$ cat src/rtl/ps_cfg_pkg.sv
package ps_cfg_pkg;

    typedef enum logic [3:0] {
        ST_IDLE,
        ST_PRE,
        ST_LOW,
        ST_REL,
        ST_FETCH,
        ST_BHI,
        ST_BLO,
        ST_THI,
        ST_TLO,
        ST_CHECK,
        ST_RETRY,
        ST_DONE,
        ST_FAIL
    } st_e;

    function automatic int unsigned max2(input int unsigned a, input int unsigned b);
        return (a > b) ? a : b;
    endfunction

    // microseconds to clock cycles, rounded up, never below one cycle
    function automatic int unsigned us_to_cycles(input int unsigned hz, input int unsigned us);
        int unsigned r;
        r = ((hz / 1000) * us + 999) / 1000;
        return (r == 0) ? 1 : r;
    endfunction

endpackage

$ cat src/rtl/ps_cfg_sync.sv
module ps_cfg_sync #(
    parameter int unsigned W      = 2,
    parameter int unsigned STAGES = 2
) (
    input  logic         clk,
    input  logic         rst_n,
    input  logic [W-1:0] d_in,
    output logic [W-1:0] d_out
);

    logic [W-1:0] ff_q [STAGES];

    always_ff @(posedge clk or negedge rst_n) begin
        if (!rst_n) begin
            for (int i = 0; i < STAGES; i++) ff_q[i] <= '0;
        end else begin
            ff_q[0] <= d_in;
            for (int i = 1; i < STAGES; i++) ff_q[i] <= ff_q[i-1];
        end
    end

    assign d_out = ff_q[STAGES-1];

endmodule

$ cat src/rtl/ps_cfg_shift.sv
module ps_cfg_shift #(
    parameter int unsigned W = 8
) (
    input  logic         clk,
    input  logic         rst_n,
    input  logic         load,
    input  logic [W-1:0] load_val,
    input  logic         advance,
    output logic         next_bit,
    output logic         last
);

    localparam int unsigned IDX_W = $clog2(W);

    logic [W-1:0]     sr_q;
    logic [IDX_W-1:0] idx_q;

    always_ff @(posedge clk or negedge rst_n) begin
        if (!rst_n) begin
            sr_q  <= '0;
            idx_q <= '0;
        end else if (load) begin
            sr_q  <= load_val;
            idx_q <= '0;
        end else if (advance) begin
            sr_q  <= sr_q >> 1;
            idx_q <= idx_q + IDX_W'(1);
        end
    end

    // sr_q[0] is the bit on the line now; sr_q[1] goes out next
    assign next_bit = sr_q[1];
    assign last     = (idx_q == IDX_W'(W - 1));

endmodule

$ cat src/rtl/ps_cfg_master.sv
module ps_cfg_master
    import ps_cfg_pkg::*;
#(
    parameter int unsigned CLK_HZ      = 100_000_000,
    parameter int unsigned PRE_US      = 100,
    parameter int unsigned LOW_US      = 10,
    parameter int unsigned POST_US     = 100,
    parameter int unsigned DCLK_HALF   = 4,
    parameter int unsigned TRAIL_CLKS  = 1200,
    parameter int unsigned MAX_TRIES   = 5,
    parameter int unsigned MAX_BYTES   = 524288,
    parameter int unsigned SYNC_STAGES = 2,
    localparam int unsigned CNT_W      = $clog2(MAX_BYTES + 1)
) (
    input  logic             clk,
    input  logic             rst_n,
    input  logic             start,
    input  logic [CNT_W-1:0] byte_count,
    input  logic [7:0]       in_data,
    input  logic             in_valid,
    output logic             in_ready,
    output logic             rewind,
    output logic             cfg_ce_n,
    output logic             cfg_nconfig,
    output logic             cfg_dclk,
    output logic             cfg_data,
    input  logic             cfg_nstatus,
    input  logic             cfg_conf_done,
    output logic             busy,
    output logic             done,
    output logic             fail
);

    localparam int unsigned PRE_CYC  = us_to_cycles(CLK_HZ, PRE_US);
    localparam int unsigned LOW_CYC  = max2(us_to_cycles(CLK_HZ, LOW_US), SYNC_STAGES + 1);
    localparam int unsigned POST_CYC = us_to_cycles(CLK_HZ, POST_US);
    // high phase must outlast the synchroniser so an error raised at the edge is seen
    localparam int unsigned HI_CYC   = max2(DCLK_HALF, SYNC_STAGES + 1);
    localparam int unsigned LO_CYC   = max2(DCLK_HALF, 1);
    localparam int unsigned TMAX     = max2(max2(PRE_CYC, POST_CYC), max2(LOW_CYC, HI_CYC));
    localparam int unsigned TMR_W    = $clog2(TMAX + 1);
    localparam int unsigned TRL_W    = $clog2(TRAIL_CLKS + 1);
    localparam int unsigned TRY_W    = $clog2(MAX_TRIES + 1);

    typedef struct packed {
        st_e              st;
        logic [TMR_W-1:0] tmr;
        logic [TRY_W-1:0] tries;
        logic [CNT_W-1:0] total;
        logic [CNT_W-1:0] left;
        logic [TRL_W-1:0] trl;
        logic             nconfig;
        logic             dclk;
        logic             data;
        logic             ce_n;
        logic             rewind;
        logic             done;
        logic             fail;
    } regs_t;

    regs_t q, n;

    logic [1:0] sync_out;
    logic       ns_s;
    logic       cd_s;
    logic       sh_load;
    logic       sh_adv;
    logic       sh_next;
    logic       sh_last;

    ps_cfg_sync #(
        .W      (2),
        .STAGES (SYNC_STAGES)
    ) u_sync (
        .clk   (clk),
        .rst_n (rst_n),
        .d_in  ({cfg_nstatus, cfg_conf_done}),
        .d_out (sync_out)
    );

    assign ns_s = sync_out[1];
    assign cd_s = sync_out[0];

    ps_cfg_shift #(
        .W (8)
    ) u_shift (
        .clk      (clk),
        .rst_n    (rst_n),
        .load     (sh_load),
        .load_val (in_data),
        .advance  (sh_adv),
        .next_bit (sh_next),
        .last     (sh_last)
    );

    always_comb begin
        n       = q;
        n.rewind = 1'b0;
        sh_load = 1'b0;
        sh_adv  = 1'b0;

        unique case (q.st)
            ST_PRE: begin
                if (q.tmr == '0) begin
                    n.nconfig = 1'b0;
                    n.dclk    = 1'b0;
                    n.tmr     = TMR_W'(LOW_CYC - 1);
                    n.st      = ST_LOW;
                end else begin
                    n.tmr = q.tmr - TMR_W'(1);
                end
            end

            ST_LOW: begin
                if (q.tmr == '0) begin
                    n.nconfig = 1'b1;
                    if (ns_s) begin
                        n.fail = 1'b1;
                        n.st   = ST_FAIL;
                    end else begin
                        n.tmr = TMR_W'(POST_CYC - 1);
                        n.st  = ST_REL;
                    end
                end else begin
                    n.tmr = q.tmr - TMR_W'(1);
                end
            end

            ST_REL: begin
                if (q.tmr == '0) begin
                    if (q.left != '0) begin
                        n.st = ST_FETCH;
                    end else if (TRAIL_CLKS == 0) begin
                        n.data = 1'b0;
                        n.st   = ST_CHECK;
                    end else begin
                        n.dclk = 1'b1;
                        n.trl  = TRL_W'(TRAIL_CLKS - 1);
                        n.tmr  = TMR_W'(HI_CYC - 1);
                        n.st   = ST_THI;
                    end
                end else begin
                    n.tmr = q.tmr - TMR_W'(1);
                end
            end

            ST_FETCH: begin
                if (in_valid) begin
                    sh_load = 1'b1;
                    n.data  = in_data[0];
                    n.dclk  = 1'b1;
                    n.tmr   = TMR_W'(HI_CYC - 1);
                    n.left  = q.left - CNT_W'(1);
                    n.st    = ST_BHI;
                end
            end

            ST_BHI: begin
                if (q.tmr == '0) begin
                    n.dclk = 1'b0;
                    if (!ns_s) begin
                        n.st = ST_RETRY;
                    end else begin
                        n.tmr = TMR_W'(LO_CYC - 1);
                        n.st  = ST_BLO;
                    end
                end else begin
                    n.tmr = q.tmr - TMR_W'(1);
                end
            end

            ST_BLO: begin
                if (q.tmr == '0) begin
                    if (!sh_last) begin
                        sh_adv = 1'b1;
                        n.data = sh_next;
                        n.dclk = 1'b1;
                        n.tmr  = TMR_W'(HI_CYC - 1);
                        n.st   = ST_BHI;
                    end else if (q.left != '0) begin
                        n.st = ST_FETCH;
                    end else if (TRAIL_CLKS == 0) begin
                        n.data = 1'b0;
                        n.st   = ST_CHECK;
                    end else begin
                        n.dclk = 1'b1;
                        n.trl  = TRL_W'(TRAIL_CLKS - 1);
                        n.tmr  = TMR_W'(HI_CYC - 1);
                        n.st   = ST_THI;
                    end
                end else begin
                    n.tmr = q.tmr - TMR_W'(1);
                end
            end

            ST_THI: begin
                if (q.tmr == '0) begin
                    n.dclk = 1'b0;
                    n.tmr  = TMR_W'(LO_CYC - 1);
                    n.st   = ST_TLO;
                end else begin
                    n.tmr = q.tmr - TMR_W'(1);
                end
            end

            ST_TLO: begin
                if (q.tmr == '0) begin
                    if (q.trl == '0) begin
                        n.data = 1'b0;
                        n.st   = ST_CHECK;
                    end else begin
                        n.trl  = q.trl - TRL_W'(1);
                        n.dclk = 1'b1;
                        n.tmr  = TMR_W'(HI_CYC - 1);
                        n.st   = ST_THI;
                    end
                end else begin
                    n.tmr = q.tmr - TMR_W'(1);
                end
            end

            ST_CHECK: begin
                if (cd_s) begin
                    n.done = 1'b1;
                    n.st   = ST_DONE;
                end else begin
                    n.st = ST_RETRY;
                end
            end

            ST_RETRY: begin
                n.dclk = 1'b0;
                n.data = 1'b0;
                if (q.tries == TRY_W'(MAX_TRIES)) begin
                    n.fail = 1'b1;
                    n.st   = ST_FAIL;
                end else begin
                    n.tries  = q.tries + TRY_W'(1);
                    n.rewind = 1'b1;
                    n.left   = q.total;
                    n.tmr    = TMR_W'(PRE_CYC - 1);
                    n.st     = ST_PRE;
                end
            end

            default: begin
                // idle, done and fail all wait for a new start
                if (start) begin
                    n.done = 1'b0;
                    n.fail = 1'b0;
                    if (byte_count > CNT_W'(MAX_BYTES)) begin
                        n.fail = 1'b1;
                        n.st   = ST_FAIL;
                    end else begin
                        n.ce_n  = 1'b0;
                        n.tries = TRY_W'(1);
                        n.total = byte_count;
                        n.left  = byte_count;
                        n.dclk  = 1'b0;
                        n.data  = 1'b0;
                        n.tmr   = TMR_W'(PRE_CYC - 1);
                        n.st    = ST_PRE;
                    end
                end
            end
        endcase
    end

    always_ff @(posedge clk or negedge rst_n) begin
        if (!rst_n) begin
            q         <= '0;
            q.nconfig <= 1'b1;
            q.ce_n    <= 1'b1;
        end else begin
            q <= n;
        end
    end

    assign in_ready    = (q.st == ST_FETCH);
    assign busy        = !((q.st == ST_IDLE) || (q.st == ST_DONE) || (q.st == ST_FAIL));
    assign rewind      = q.rewind;
    assign cfg_ce_n    = q.ce_n;
    assign cfg_nconfig = q.nconfig;
    assign cfg_dclk    = q.dclk;
    assign cfg_data    = q.data;
    assign done        = q.done;
    assign fail        = q.fail;

endmodule

$ cat config.mk
export PLATFORM = sky130hd
export DESIGN_NAME = ps_cfg_master
export DESIGN_NICKNAME = d
export VERILOG_FILES = /design/src/rtl/ps_cfg_pkg.sv /design/src/rtl/ps_cfg_sync.sv /design/src/rtl/ps_cfg_shift.sv /design/src/rtl/ps_cfg_master.sv
export SDC_FILE = /design/constraint.sdc
export NUM_CORES = 1
export LEC_CHECK = 0
export BUFFER_PORTS_ARGS = -buffer_cell sky130_fd_sc_hd__buf_2
export CORE_ASPECT_RATIO = 0.5
export CORE_MARGIN = 2
export CORE_UTILIZATION = 45
export CTS_BUF_LIST = sky130_fd_sc_hd__clkbuf_8
export DETAILED_ROUTE_END_ITERATION = 7
export PLACE_DENSITY_LB_ADDON = 0.3
export SLEW_MARGIN = 20
export SYNTH_ARGS = -nofsm -noshare
export SYNTH_HDL_FRONTEND = slang
export SYNTH_HIERARCHICAL = 1
export SYNTH_SLANG_ARGS = --single-unit
export TNS_END_PERCENT = 100
$ cat constraint.sdc
create_clock -name clk -period 5.85 [get_ports clk]
set_input_delay 0.2925 -clock clk [delete_from_list [all_inputs] [get_ports clk]]
set_output_delay 0.2925 -clock clk [all_outputs]
set_load 0.005 [all_outputs]
==> tab_implementation.tex, run 1 <==
\begin{tabular}{lr}
\hline
Metric & Value \\
\hline
\multicolumn{2}{l}{\textbf{Worst setup path}} \\
Arrival time worst endpoint & 3.51 ns \\
Required arrival time at the worst endpoint & about 6.1 ns \\
Slowest cell on the critical path & sky130\_fd\_sc\_hd\_\_nor2\_1 \\
Worst reg2reg path depth & 7 \\
Top fanout value on the critical path & 15 \\
Worst path cell trace & inv\_1, ha\_1, or4b\_1, or4\_4, nor2\_1, mux2i\_1, o21ai\_1 \\
Category of the worst setup path capture point & flip-flop \\
Startpoint types & flip-flop \\
Stage delay of the slowest cell on the critical path & just under 0.8 ns \\
Critical path class & reg2reg \\
\multicolumn{2}{l}{\textbf{Cells and area}} \\
Top library cells by usage in the layout, fill and taps aside & 91 x sky130\_fd\_sc\_hd\_\_dfrtp\_1, 61 x sky130\_fd\_sc\_hd\_\_nor2\_1, 55 x sky130\_fd\_sc\_hd\_\_o21ai\_1 \\
Final nets & 718 \\
Layout cells sized above 1 & 12.6\% \\
Area growth syn-to-layout & 9.39\% \\
Diodes inserted & 0 \\
Leading cell type in the layout, fill and taps excluded & sky130\_fd\_sc\_hd\_\_dfrtp\_1 \\
\multicolumn{2}{l}{\textbf{STA}} \\
Achievable frequency & 304 MHz \\
Pin slew with the least headroom to its limit & 1.02 ns \\
Worst clock skew & 0.0128 ns \\
Final worst slack & 2.56 ns \\
Final critical-path share of the clock period & 56.3\% \\
Post-Route Setup TNS & 0 ns \\
Finish-stage setup viols & 0 \\
Headroom to the max-slew limit & a little under a third \\
Final hold violations & 0 \\
Crit path time final & 3.29 ns \\
Number of pins exceeding their max-slew limit in the final report & 0 \\
Unrepaired setup endpoints after global routing & false \\
Worst hold slack & 0.0249 ns \\
\multicolumn{2}{l}{\textbf{Power}} \\
Peak supply drop & 221 µV \\
Switching Fraction & 45.3\% \\
Leak Pwr & roughly 0.0027 µW \\
Sequential group share of total power & approximately a third \\
Switching Power & 1530 µW \\
Power share of the clock group & approximately 15\% \\
Pint & roughly 1800 µW \\
Fraction of power consumed by combinational cells & around 53\% \\
Cell Pwr Density & $\sim$530 nW/µm² \\
\multicolumn{2}{l}{\textbf{Route}} \\
First-pass DRT Iterations & 6 \\
Number of DRC markers after the initial detailed-route iteration & around 690 \\
Mean number of vias per cell & 6.19 \\
Routed wire per std cell & about 18 µm \\
Number of antenna-violating nets in the routed design & 0 \\
Number of remaining DRC errors & 0 \\
Total Routed Length & approximately 15000 µm \\
Number of vias in the routed layout & 5265 \\
\multicolumn{2}{l}{\textbf{Die}} \\
Die span in y & 84.5 µm \\
Standard cell core area & 12700 µm² \\
Starting density of the core & 46.0\% \\
Top-Level Pins & 43 \\
Die Footprint & 13900 µm² \\
Standard-cell row count & 29 \\
Die width & between 150 and 200 µm \\
\multicolumn{2}{l}{\textbf{Placement}} \\
Final weighted congestion of routability-driven global placement & 0.961 \\
Half-perimeter wire length of the detailed placement result & 10400 µm \\
Worst slack, placed & 2.55 ns \\
Port buffer count & between 40 and 50 \\
\multicolumn{2}{l}{\textbf{Hold path}} \\
Worst hold path class & in2reg \\
Worst hold path cell count & 1 \\
\multicolumn{2}{l}{\textbf{Synthesis}} \\
Synthesized netlist net count & 696 \\
Mean instance size in the synthesized netlist & 8.91 µm² \\
Warnings from Yosys & 6 \\
Portion of the post-synthesis area used by sequential elements & 40.0\% \\
Synthesized flop and latch total & a little over 90 \\
Cell area after synthesis & roughly 5800 µm² \\
Most frequently used flop master after synthesis & sky130\_fd\_sc\_hd\_\_dfrtp\_1 \\
Proportion of register bits with asynchronous set or reset after synthesis & 100\% \\
Distinct cells, synth & 72 \\
Number of instances in the synthesized netlist & 654 \\
Number of synthesized flops with an enable pin & 0 \\
\multicolumn{2}{l}{\textbf{Clock network}} \\
Clock sink count & 93 \\
Number of resized instances in the post-cts repair step & 0 \\
H-Tree Depth & 3 \\
Number of buffers added by the clock tree synthesis step & 9 \\
Clock slew at reported path FFs & 0.09 ns \\
Clock network latency to the later pin of the worst-skew pair & 0.37 ns \\
Post-CTS Hold Buffers & 1 \\
Number of buffers between clock root and the deepest sink & 2 \\
Root Buffer & sky130\_fd\_sc\_hd\_\_clkbuf\_8 \\
CTS tree & built \\
Buffers inserted by post-CTS timing repair & 0 \\
\multicolumn{2}{l}{\textbf{Global route}} \\
Number of antenna violations at the first check in global routing & 0 \\
Pin count of the biggest net entering global routing & 53 \\
Gr ovfl total & 0 \\
Vias in the first global route & 5050 \\
Global-route usage over all layers & between 20 and 25\% \\
First-pass GRT wire length & 25500 µm \\
\multicolumn{2}{l}{\textbf{Status}} \\
Result of the run & completed \\
\multicolumn{2}{l}{\textbf{Job}} \\
Number of maximum-capacitance constraint violations & 0 \\
\hline
\end{tabular}
## critical path, delay by kind of cell (launching register included)
family,cells,cell delay (ns)
AOI/OAI and AO/OA,1,0.08
adders and majority gates,1,0.20
buffers and inverters,1,0.08
DFF,1,0.43
muxes,1,0.26
and+or+nand+nor,3,2.10
## metal layers
| metal | vias up | GRT usage [%] | part of all wire [%] |
|---|---|---|---|
| met5 | - | 0 | 0 |
| li1 | 2501 | - | - |
| met2 | 215 | 34.2 | 46 |
| met4 | 0 | 5.69 | 1.2 |
| met1 | 2529 | 33.6 | 47 |
| met3 | 20 | 4.10 | 6.6 |
## flip-flops by register name, indices dropped and copies added (netlist names), 2 cells and up
name           cells
u_sync/d_out       2
u_shift/sr_q       7
q                 72
u_sync/ff_q        2
u_shift/idx_q      3
## synth_stat cells (8+ instances only)
master,n,area [µm²]
sky130_fd_sc_hd__dfrtp_1,91,2280
sky130_fd_sc_hd__nor2_1,62,233
sky130_fd_sc_hd__o21ai_1,55,275
sky130_fd_sc_hd__nand2_1,46,173
sky130_fd_sc_hd__a21oi_1,39,195
sky130_fd_sc_hd__clkbuf_1,25,93.8
sky130_fd_sc_hd__nor3_1,23,115
sky130_fd_sc_hd__o21ai_0,23,115
sky130_fd_sc_hd__mux2_1,21,236
sky130_fd_sc_hd__inv_1,18,67.6
sky130_fd_sc_hd__a222oi_1,13,130
sky130_fd_sc_hd__nor4_1,11,68.8
sky130_fd_sc_hd__a31oi_1,10,62.6
sky130_fd_sc_hd__mux2i_1,10,100
sky130_fd_sc_hd__nor2b_1,10,62.6
sky130_fd_sc_hd__o31ai_1,10,75.1
sky130_fd_sc_hd__xor2_1,10,87.6
sky130_fd_sc_hd__nand3_1,9,45.0
sky130_fd_sc_hd__a22o_1,8,70.1
sky130_fd_sc_hd__ha_1,8,100
sky130_fd_sc_hd__nand2b_1,8,50.1
## metrics by stage
step | std cells | power [µW] | cell area, µm² | utilization [%]
after floorplan | 654 | 2400 | 5830 | -
after global placement | 834 | 2810 | 6120 | 48.3
after detailed placement | 834 | 2830 | 6120 | 48.3
after CTS | 851 | 3350 | 6370 | 50.3
after global routing | 851 | 3650 | 6370 | 50.3
final | 851 | 3380 | 6370 | 50.3
## logic make-up after synthesis
kind of cell,Yosys count,share of synthesized area (%)
AOI/OAI and AO/OA,235,26.7
and+or+nand+nor,212,19.1
DFF,93,40.0
buffers and inverters,62,4.83
muxes,31,5.78
xor gates and xnor gates,13,1.95
adders and majority gates,8,1.72
## layout make-up
| cell class | instances | area (µm²) |
|---|---|---|
| Clock buffer | 9 | 124 |
| Clock inverter | 7 | 110 |
| Multi-Input combinational cell | 499 | 3220 |
| Timing Repair Buffer | 53 | 298 |
| Inverter | 20 | 75.1 |
| Tap cell | 170 | 213 |
| Fill cell | 1187 | 6290 |
| Sequential cell | 93 | 2330 |
## power by group through the flow
stage          Combinational (µW)  Sequential (µW)  Clock, µW
6_report                     1770             1100        510
5_1_grt                      1960             1140        550
4_1_cts                      1740             1090        520
3_5_place_dp                 1730             1100          0
3_3_place_gp                 1710             1090          0
2_1_floorplan                1360             1030          0
## final timing paths
kind | to | slack [ns] | from
max | u_shift/sr_q[4]$_DFFE_PN0P_ | 2.56 | q[61]$_DFFE_PN0P_
min | u_sync/ff_q[3]$_DFF_PN0_ | 0.02 | cfg_nstatus
max reg2reg | u_shift/sr_q[4]$_DFFE_PN0P_ | 2.56 | q[61]$_DFFE_PN0P_
min reg2reg | u_sync/d_out[1]$_DFF_PN0_ | 0.35 | u_sync/ff_q[3]$_DFF_PN0_
max in group asynchronous | u_shift/idx_q[1]$_DFFE_PN0P_ | 4.33 | rst_n
min in group asynchronous | q[42]$_DFFE_PN0P_ | 0.43 | rst_n
Note: power is estimated with default switching activity, not from simulation.
==> run 2: changes to the inputs <==
==> constraint.sdc (replaced) <==
create_clock -name clk -period 2.7 [get_ports clk]
set_input_delay 0.135 -clock clk [delete_from_list [all_inputs] [get_ports clk]]
set_output_delay 0.135 -clock clk [all_outputs]
set_load 0.005 [all_outputs]
==> tab_implementation.tex, run 2 (same netlist as run 1, synthesis figures left out) <==
\begin{tabular}{lr}
\hline
Metric & Value \\
\hline
\multicolumn{2}{l}{\textbf{Hold path}} \\
Launch instance of the worst min-delay path & byte\_count[5] \\
Worst hold path class & in2reg \\
\multicolumn{2}{l}{\textbf{STA}} \\
Headroom to the max-slew limit & 52.4\% (+21 points) \\
Finish-stage setup viols & 0 (unchanged) \\
Final worst slack & 0.156 ns (-2.40 ns) \\
Final critical-path share of the clock period & 94.2\% (+38 points) \\
Final hold violations & 0 (unchanged) \\
Crit path time final & 2.54 ns (-0.748 ns) \\
Achievable frequency & 393 MHz (+29\%) \\
Post-Route Setup TNS & 0 ns (unchanged) \\
Number of pins exceeding their max-slew limit in the final report & 0 (unchanged) \\
Unrepaired setup endpoints after global routing & false \\
Worst clock skew & 0.0142 ns (+0.00133 ns) \\
Pin slew with the least headroom to its limit & 0.712 ns (-0.313 ns) \\
\multicolumn{2}{l}{\textbf{Die}} \\
Die Footprint & 13900 µm² (unchanged) \\
Die span in y & 84.5 µm (unchanged) \\
Die width & 165 µm (unchanged) \\
Starting density of the core & 46.0\% (unchanged) \\
Top-Level Pins & 43 (unchanged) \\
Standard cell core area & 12700 µm² (unchanged) \\
Standard-cell row count & 29 (unchanged) \\
\multicolumn{2}{l}{\textbf{Global route}} \\
First-pass GRT wire length & 26200 µm (+2.9\%) \\
Global-route usage over all layers & 23.7\% (+1.1 points) \\
Pin count of the biggest net entering global routing & 54 (+1.9\%) \\
Gr ovfl total & 0 (unchanged) \\
Vias in the first global route & 5023 (-0.53\%) \\
Number of antenna violations at the first check in global routing & 0 (unchanged) \\
\multicolumn{2}{l}{\textbf{Power}} \\
Leak Pwr & 0.00291 µW (+9.0\%) \\
Peak supply drop & 450 µV (+100\%) \\
Cell Pwr Density & 1100 nW/µm² (+110\%) \\
Total Power & 7570 µW (+120\%) \\
\multicolumn{2}{l}{\textbf{Cells and area}} \\
Top library cells by usage in the layout, fill and taps aside & 91 x sky130\_fd\_sc\_hd\_\_dfrtp\_1, 61 x sky130\_fd\_sc\_hd\_\_nor2\_1, 55 x sky130\_fd\_sc\_hd\_\_o21ai\_1 \\
Final Util & 54.2\% (+3.8 points) \\
Post-route non-filler standard cell count & 906 (+6.5\%) \\
Top register by number of flip-flops & q \\
Final nets & 773 (+7.7\%) \\
Diodes inserted & 0 (unchanged) \\
Biggest registers after layout & q: 72 flops, u\_shift/sr\_q: 7 flops, u\_shift/idx\_q: 3 flops \\
Layout cells sized above 1 & 17.3\% (+4.6 points) \\
Leading cell type in the layout, fill and taps excluded & sky130\_fd\_sc\_hd\_\_dfrtp\_1 \\
Largest register FFs & 72 (unchanged) \\
Area growth syn-to-layout & 17.7\% \\
\multicolumn{2}{l}{\textbf{Worst setup path}} \\
Worst path cell trace & inv\_1, ha\_1, or4b\_1, buf\_4, o41ai\_1, a31oi\_1, a211o\_1, nor4\_1, a211oi\_1 \\
Required arrival time at the worst endpoint & 2.96 ns (-3.11 ns) \\
Category of cells accounting for the largest share of critical-path delay & compound AO/OA/AOI/OAI gates \\
Top fanout value on the critical path & 7 (-8) \\
Category of the worst setup path capture point & flip-flop \\
Critical path class & reg2reg \\
Stage delay of the slowest cell on the critical path & 0.48 ns (-0.31 ns) \\
Slowest cell on the critical path & sky130\_fd\_sc\_hd\_\_or4b\_1 \\
Startpoint types & flip-flop \\
Reg-to-reg startpoint & q[62]\$\_DFFE\_PN0P\_ \\
Arrival time worst endpoint & 2.80 ns (-0.71 ns) \\
Total buffers and inverters traversed by the critical path & 2 (+1) \\
Origin of the worst setup path & q[62]\$\_DFFE\_PN0P\_ \\
\multicolumn{2}{l}{\textbf{Route}} \\
Number of remaining DRC errors & 0 (unchanged) \\
Routed wire per std cell & 17.2 µm (-2.2\%) \\
Number of vias in the routed layout & 5513 (+4.7\%) \\
Number of DRC markers after the initial detailed-route iteration & 626 (-8.6\%) \\
Mean number of vias per cell & 6.08 (-1.6\%) \\
First-pass DRT Iterations & 7 (+1) \\
Number of antenna-violating nets in the routed design & 0 (unchanged) \\
Total Routed Length & 15600 µm (+4.2\%) \\
\multicolumn{2}{l}{\textbf{Clock network}} \\
Clock network latency to the later pin of the worst-skew pair & 0.39 ns (+0.02 ns) \\
Clock sink count & 93 (unchanged) \\
Clock slew at reported path FFs & 0.11 ns (+0.02 ns) \\
Root Buffer & sky130\_fd\_sc\_hd\_\_clkbuf\_8 \\
CTS tree & built \\
H-Tree Depth & 3 (unchanged) \\
Number of buffers between clock root and the deepest sink & 2 (unchanged) \\
Number of buffers added by the clock tree synthesis step & 9 (unchanged) \\
\multicolumn{2}{l}{\textbf{Placement}} \\
Half-perimeter wire length of the detailed placement result & 11000 µm (+5.4\%) \\
Worst slack, placed & 0.0353 ns (-2.52 ns) \\
Final weighted congestion of routability-driven global placement & 0.968 (+0.74\%) \\
Port buffer count & 42 (unchanged) \\
Placed insts & 865 (+3.7\%) \\
\multicolumn{2}{l}{\textbf{Job}} \\
Number of maximum-capacitance constraint violations & 0 (unchanged) \\
\multicolumn{2}{l}{\textbf{Status}} \\
Result of the run & completed \\
\hline
\end{tabular}
-- run 2: cell count changes in the layout (fill, tap and decap cells not counted), sizes merged --
cell / delta
buf: +35
dlygate4sd3: +20
bufinv: -2
clkinv: +1
clkinvlp: +1
-- run 2: stage by stage --
step,hold WS [ns],instance area (µm²)
2_1_floorplan,-0.161,5830
3_3_place_gp,0.233,6380
3_5_place_dp,0.240,6380
4_1_cts,0.00188,6810
5_1_grt,0.00334,6860
6_report,0.00937,6860
-- run 2: routing by layer --
metal,up-vias,track usage (%),share of wire [%]
li1,2619,-,-
met1,2663,34.0,46
met2,201,36.4,46
met3,30,4.94,6.4
met4,0,6.64,1.8
met5,-,0,0
-- run 2: area by class of cell --
class | count | area, µm²
clock buffers | 9 | 124
clock inverters | 7 | 91.3
fillers | 1168 | 5800
inverters | 20 | 75.1
multi-input cells | 499 | 3240
flip-flops and latches | 93 | 2330
well taps | 170 | 213
repair buffers | 108 | 790
-- run 2: worst paths after layout --
check,end,slack (ns),cells past startpoint
min,q[43]$_DFFE_PN0P_,0.009,2
min reg2reg,u_sync/d_out[1]$_DFF_PN0_,0.36,0
max in group asynchronous,cfg_nconfig$_DFFE_PN1P_,1.63,3
max,cfg_dclk$_DFFE_PN0P_,0.16,9
min in group asynchronous,q[44]$_DFFE_PN0P_,0.33,2
max reg2reg,cfg_dclk$_DFFE_PN0P_,0.16,9
-- run 2: timing repair --
action                     in CTS  in global routing
setup endpoints to repair       0                 13
hold buffers                   21                  0
resized for setup               0                  4
buffers inserted                0                  4
hold endpoints to repair       71                  0
-- run 2: power breakdown --
group,switching [µW],internal (µW)
Sequential,480,1910
Clock,572,451
Combinational,2420,1730
==> run 3: changes to the inputs <==
--- a/config.mk
+++ b/config.mk
@@ -11,7 +11,7 @@
 export CORE_UTILIZATION = 45
 export CTS_BUF_LIST = sky130_fd_sc_hd__clkbuf_8
 export DETAILED_ROUTE_END_ITERATION = 7
-export PLACE_DENSITY_LB_ADDON = 0.3
+export PLACE_DENSITY_LB_ADDON = 0.12
 export SLEW_MARGIN = 20
 export SYNTH_ARGS = -nofsm -noshare
 export SYNTH_HDL_FRONTEND = slang
==> tab_implementation.tex, run 3 (same netlist as run 1, synthesis figures left out) <==
\begin{tabular}{lr}
\hline
Metric & Value \\
\hline
\multicolumn{2}{l}{\textbf{Placement}} \\
Final weighted congestion of routability-driven global placement & 0.888 (-8.2\%) \\
Port buffer count & 42 (unchanged) \\
Worst slack, placed & 0.0780 ns (+0.0428 ns) \\
Half-perimeter wire length of the detailed placement result & 11700 µm (+6.6\%) \\
\multicolumn{2}{l}{\textbf{Cells and area}} \\
Final Util & 54.7\% (+0.58 points) \\
Number of filler cells placed in the layout & 1157 (-0.94\%) \\
Top register by number of flip-flops & q \\
Area growth syn-to-layout & 19.0\% \\
Biggest registers after layout & q: 72 flops, u\_shift/sr\_q: 7 flops, u\_shift/idx\_q: 3 flops \\
Top library cells by usage in the layout, fill and taps aside & 90 x sky130\_fd\_sc\_hd\_\_dfrtp\_1, 61 x sky130\_fd\_sc\_hd\_\_nor2\_1, 55 x sky130\_fd\_sc\_hd\_\_o21ai\_1 \\
Largest register FFs & 72 (unchanged) \\
Layout cells sized above 1 & 18.3\% (+1.0 points) \\
Final nets & 780 (+0.91\%) \\
Diodes inserted & 0 (unchanged) \\
Leading cell type in the layout, fill and taps excluded & sky130\_fd\_sc\_hd\_\_dfrtp\_1 \\
\multicolumn{2}{l}{\textbf{Die}} \\
Standard cell core area & 12700 µm² (unchanged) \\
Starting density of the core & 46.0\% (unchanged) \\
Die Footprint & 13900 µm² (unchanged) \\
Top-Level Pins & 43 (unchanged) \\
Die span in y & 84.5 µm (unchanged) \\
Die width & 165 µm (unchanged) \\
Standard-cell row count & 29 (unchanged) \\
\multicolumn{2}{l}{\textbf{Clock network}} \\
CTS tree & built \\
Root Buffer & sky130\_fd\_sc\_hd\_\_clkbuf\_8 \\
Number of buffers between clock root and the deepest sink & 2 (unchanged) \\
Clock slew at reported path FFs & 0.10 ns (about the same) \\
Clock network latency to the later pin of the worst-skew pair & 0.37 ns (-0.02 ns) \\
H-Tree Depth & 3 (unchanged) \\
Number of buffers added by the clock tree synthesis step & 9 (unchanged) \\
Clock sink count & 93 (unchanged) \\
\multicolumn{2}{l}{\textbf{STA}} \\
Final critical-path share of the clock period & 94.0\% (-0.27 points) \\
Achievable frequency & 394 MHz (+0.29\%) \\
Headroom to the max-slew limit & 51.4\% (-1.0 points) \\
Worst clock skew & 0.0166 ns (+0.00241 ns) \\
Crit path time final & 2.54 ns (-0.00730 ns) \\
Final hold violations & 0 (unchanged) \\
Unrepaired setup endpoints after global routing & false \\
Final worst slack & 0.163 ns (+0.00730 ns) \\
Worst hold slack & 0.0175 ns (+0.00812 ns) \\
Pin slew with the least headroom to its limit & 0.727 ns (+0.0155 ns) \\
Finish-stage setup viols & 0 (unchanged) \\
Number of pins exceeding their max-slew limit in the final report & 0 (unchanged) \\
Post-Route Setup TNS & 0 ns (unchanged) \\
\multicolumn{2}{l}{\textbf{Power}} \\
Power share of the clock group & 14.8\% (+1.3 points) \\
Peak supply drop & 412 µV (-8.4\%) \\
Fraction of power consumed by combinational cells & 54.7\% (-0.2 points) \\
Leak Pwr & 0.00298 µW (+2.2\%) \\
Cell Pwr Density & 1130 nW/µm² (+2.8\%) \\
Sequential group share of total power & 30.5\% (-1.1 points) \\
Switching Power & 3480 µW (+0.30\%) \\
Pint & 4380 µW (+7.0\%) \\
Switching Fraction & 44.3\% (-1.6 points) \\
Total Power & 7870 µW (+3.9\%) \\
\multicolumn{2}{l}{\textbf{Hold path}} \\
Hold worst-path end & q[48]\$\_DFFE\_PN0P\_ \\
Launch instance of the worst min-delay path & byte\_count[10] \\
Worst hold path cell count & 2 (unchanged) \\
Worst hold path class & in2reg \\
\multicolumn{2}{l}{\textbf{Status}} \\
Result of the run & completed \\
\multicolumn{2}{l}{\textbf{Global route}} \\
Number of antenna violations at the first check in global routing & 0 (unchanged) \\
Pin count of the biggest net entering global routing & 41 (-24\%) \\
First-pass GRT wire length & 27200 µm (+3.8\%) \\
Gr ovfl total & 0 (unchanged) \\
Global-route usage over all layers & 24.9\% (+1.2 points) \\
Vias in the first global route & 5284 (+5.2\%) \\
\multicolumn{2}{l}{\textbf{Worst setup path}} \\
Arrival time worst endpoint & 2.80 ns (about the same) \\
Top fanout value on the critical path & 10 (+3) \\
Required arrival time at the worst endpoint & 2.96 ns (about the same) \\
Startpoint types & flip-flop \\
Reg-to-reg slack, setup & 0.16 ns (about the same) \\
R2R Path End & q[11]\$\_DFFE\_PN0P\_ \\
Category of the worst setup path capture point & flip-flop \\
Reg-to-reg startpoint & q[69]\$\_DFFE\_PN0P\_ \\
Worst reg2reg path depth & 7 (-2) \\
Critical path class & reg2reg \\
\multicolumn{2}{l}{\textbf{Route}} \\
Total Routed Length & 16300 µm (+4.9\%) \\
Number of remaining DRC errors & 0 (unchanged) \\
Mean number of vias per cell & 5.99 (-1.6\%) \\
Routed wire per std cell & 17.9 µm (+4.1\%) \\
Number of DRC markers after the initial detailed-route iteration & 434 (-31\%) \\
Number of vias in the routed layout & 5469 (-0.80\%) \\
First-pass DRT Iterations & 5 (-2) \\
Number of antenna-violating nets in the routed design & 0 (unchanged) \\
\multicolumn{2}{l}{\textbf{Job}} \\
Number of maximum-capacitance constraint violations & 0 (unchanged) \\
\hline
\end{tabular}
## run 3: cell types whose count changed in the layout (fill, tap and decap cells not counted), sizes merged
cell         change
bufinv           +2
buf             +11
clkinv           -1
dlygate4sd3      -4
clkinvlp         -1
## run 3: final cells by class
cell class / count / area (µm²) / share of cell area [%]
Inverter: 20 / 75.1 / 1.08
Sequential cell: 93 / 2330 / 33.6
Clock inverter: 7 / 123 / 1.77
Tap cell: 170 / 213 / 3.07
Timing Repair Buffer: 115 / 841 / 12.1
Multi-Input combinational cell: 499 / 3230 / 46.5
Clock buffer: 9 / 124 / 1.79
## run 3: layer usage
metal | vias to the layer above | global-route usage, % | share of wire, %
met2 | 154 | 40.7 | 46
met3 | 23 | 4.25 | 5.0
li1 | 2632 | - | -
met4 | 0 | 6.88 | 2.0
met5 | - | 0 | 0
met1 | 2660 | 34.4 | 47
## run 3: worst max-delay path, stage by stage (launching register included)
cell and delay (ns):
sky130_fd_sc_hd__dfrtp_1 0.39, sky130_fd_sc_hd__or4_1 0.61, sky130_fd_sc_hd__or4_4 0.65, sky130_fd_sc_hd__buf_4 0.21, sky130_fd_sc_hd__nor4_2 0.24, sky130_fd_sc_hd__o21ai_1 0.11
sky130_fd_sc_hd__xor2_1 0.18, sky130_fd_sc_hd__nor2_2 0.04
## run 3: timing repair
action                     4_1_cts  5_1_grt
setup endpoints to repair        0       14
hold buffers                    17        0
setup buffers                    0        2
gates resized for setup          0        2
hold endpoints to repair        49        0
## run 3: how the worst max path moves through the flow
| stage | startpoint | to | slack, ns | cells after the start |
|---|---|---|---|---|
| after floorplan | q[61]$_DFFE_PN0P_ | u_shift/sr_q[2]$_DFFE_PN0P_ | 0.06 | 11 |
| after global placement | q[61]$_DFFE_PN0P_ | q[73]$_DFFE_PN0P_ | 0.09 | 9 |
| after detailed placement | q[61]$_DFFE_PN0P_ | q[73]$_DFFE_PN0P_ | 0.08 | 9 |
| after CTS | q[61]$_DFFE_PN0P_ | q[73]$_DFFE_PN0P_ | 0.05 | 9 |
| after global routing | q[61]$_DFFE_PN0P_ | cfg_dclk$_DFFE_PN0P_ | 0.005 | 9 |
| final | q[69]$_DFFE_PN0P_ | q[11]$_DFFE_PN0P_ | 0.16 | 7 |
## run 3: power by group through the flow
stage	Clock [µW]	Combinational, µW	Sequential [µW]
2_1_floorplan	0	2950	2240
6_report	1170	4300	2400
4_1_cts	1200	4260	2390
5_1_grt	1240	4790	2470
3_3_place_gp	0	4160	2400
3_5_place_dp	0	4220	2410
## run 3: per-stage QoR
step,instance area [µm²],std cells
2_1_floorplan,5830,654
3_3_place_gp,6490,878
3_5_place_dp,6490,878
4_1_cts,6910,911
5_1_grt,6930,913
6_report,6930,913
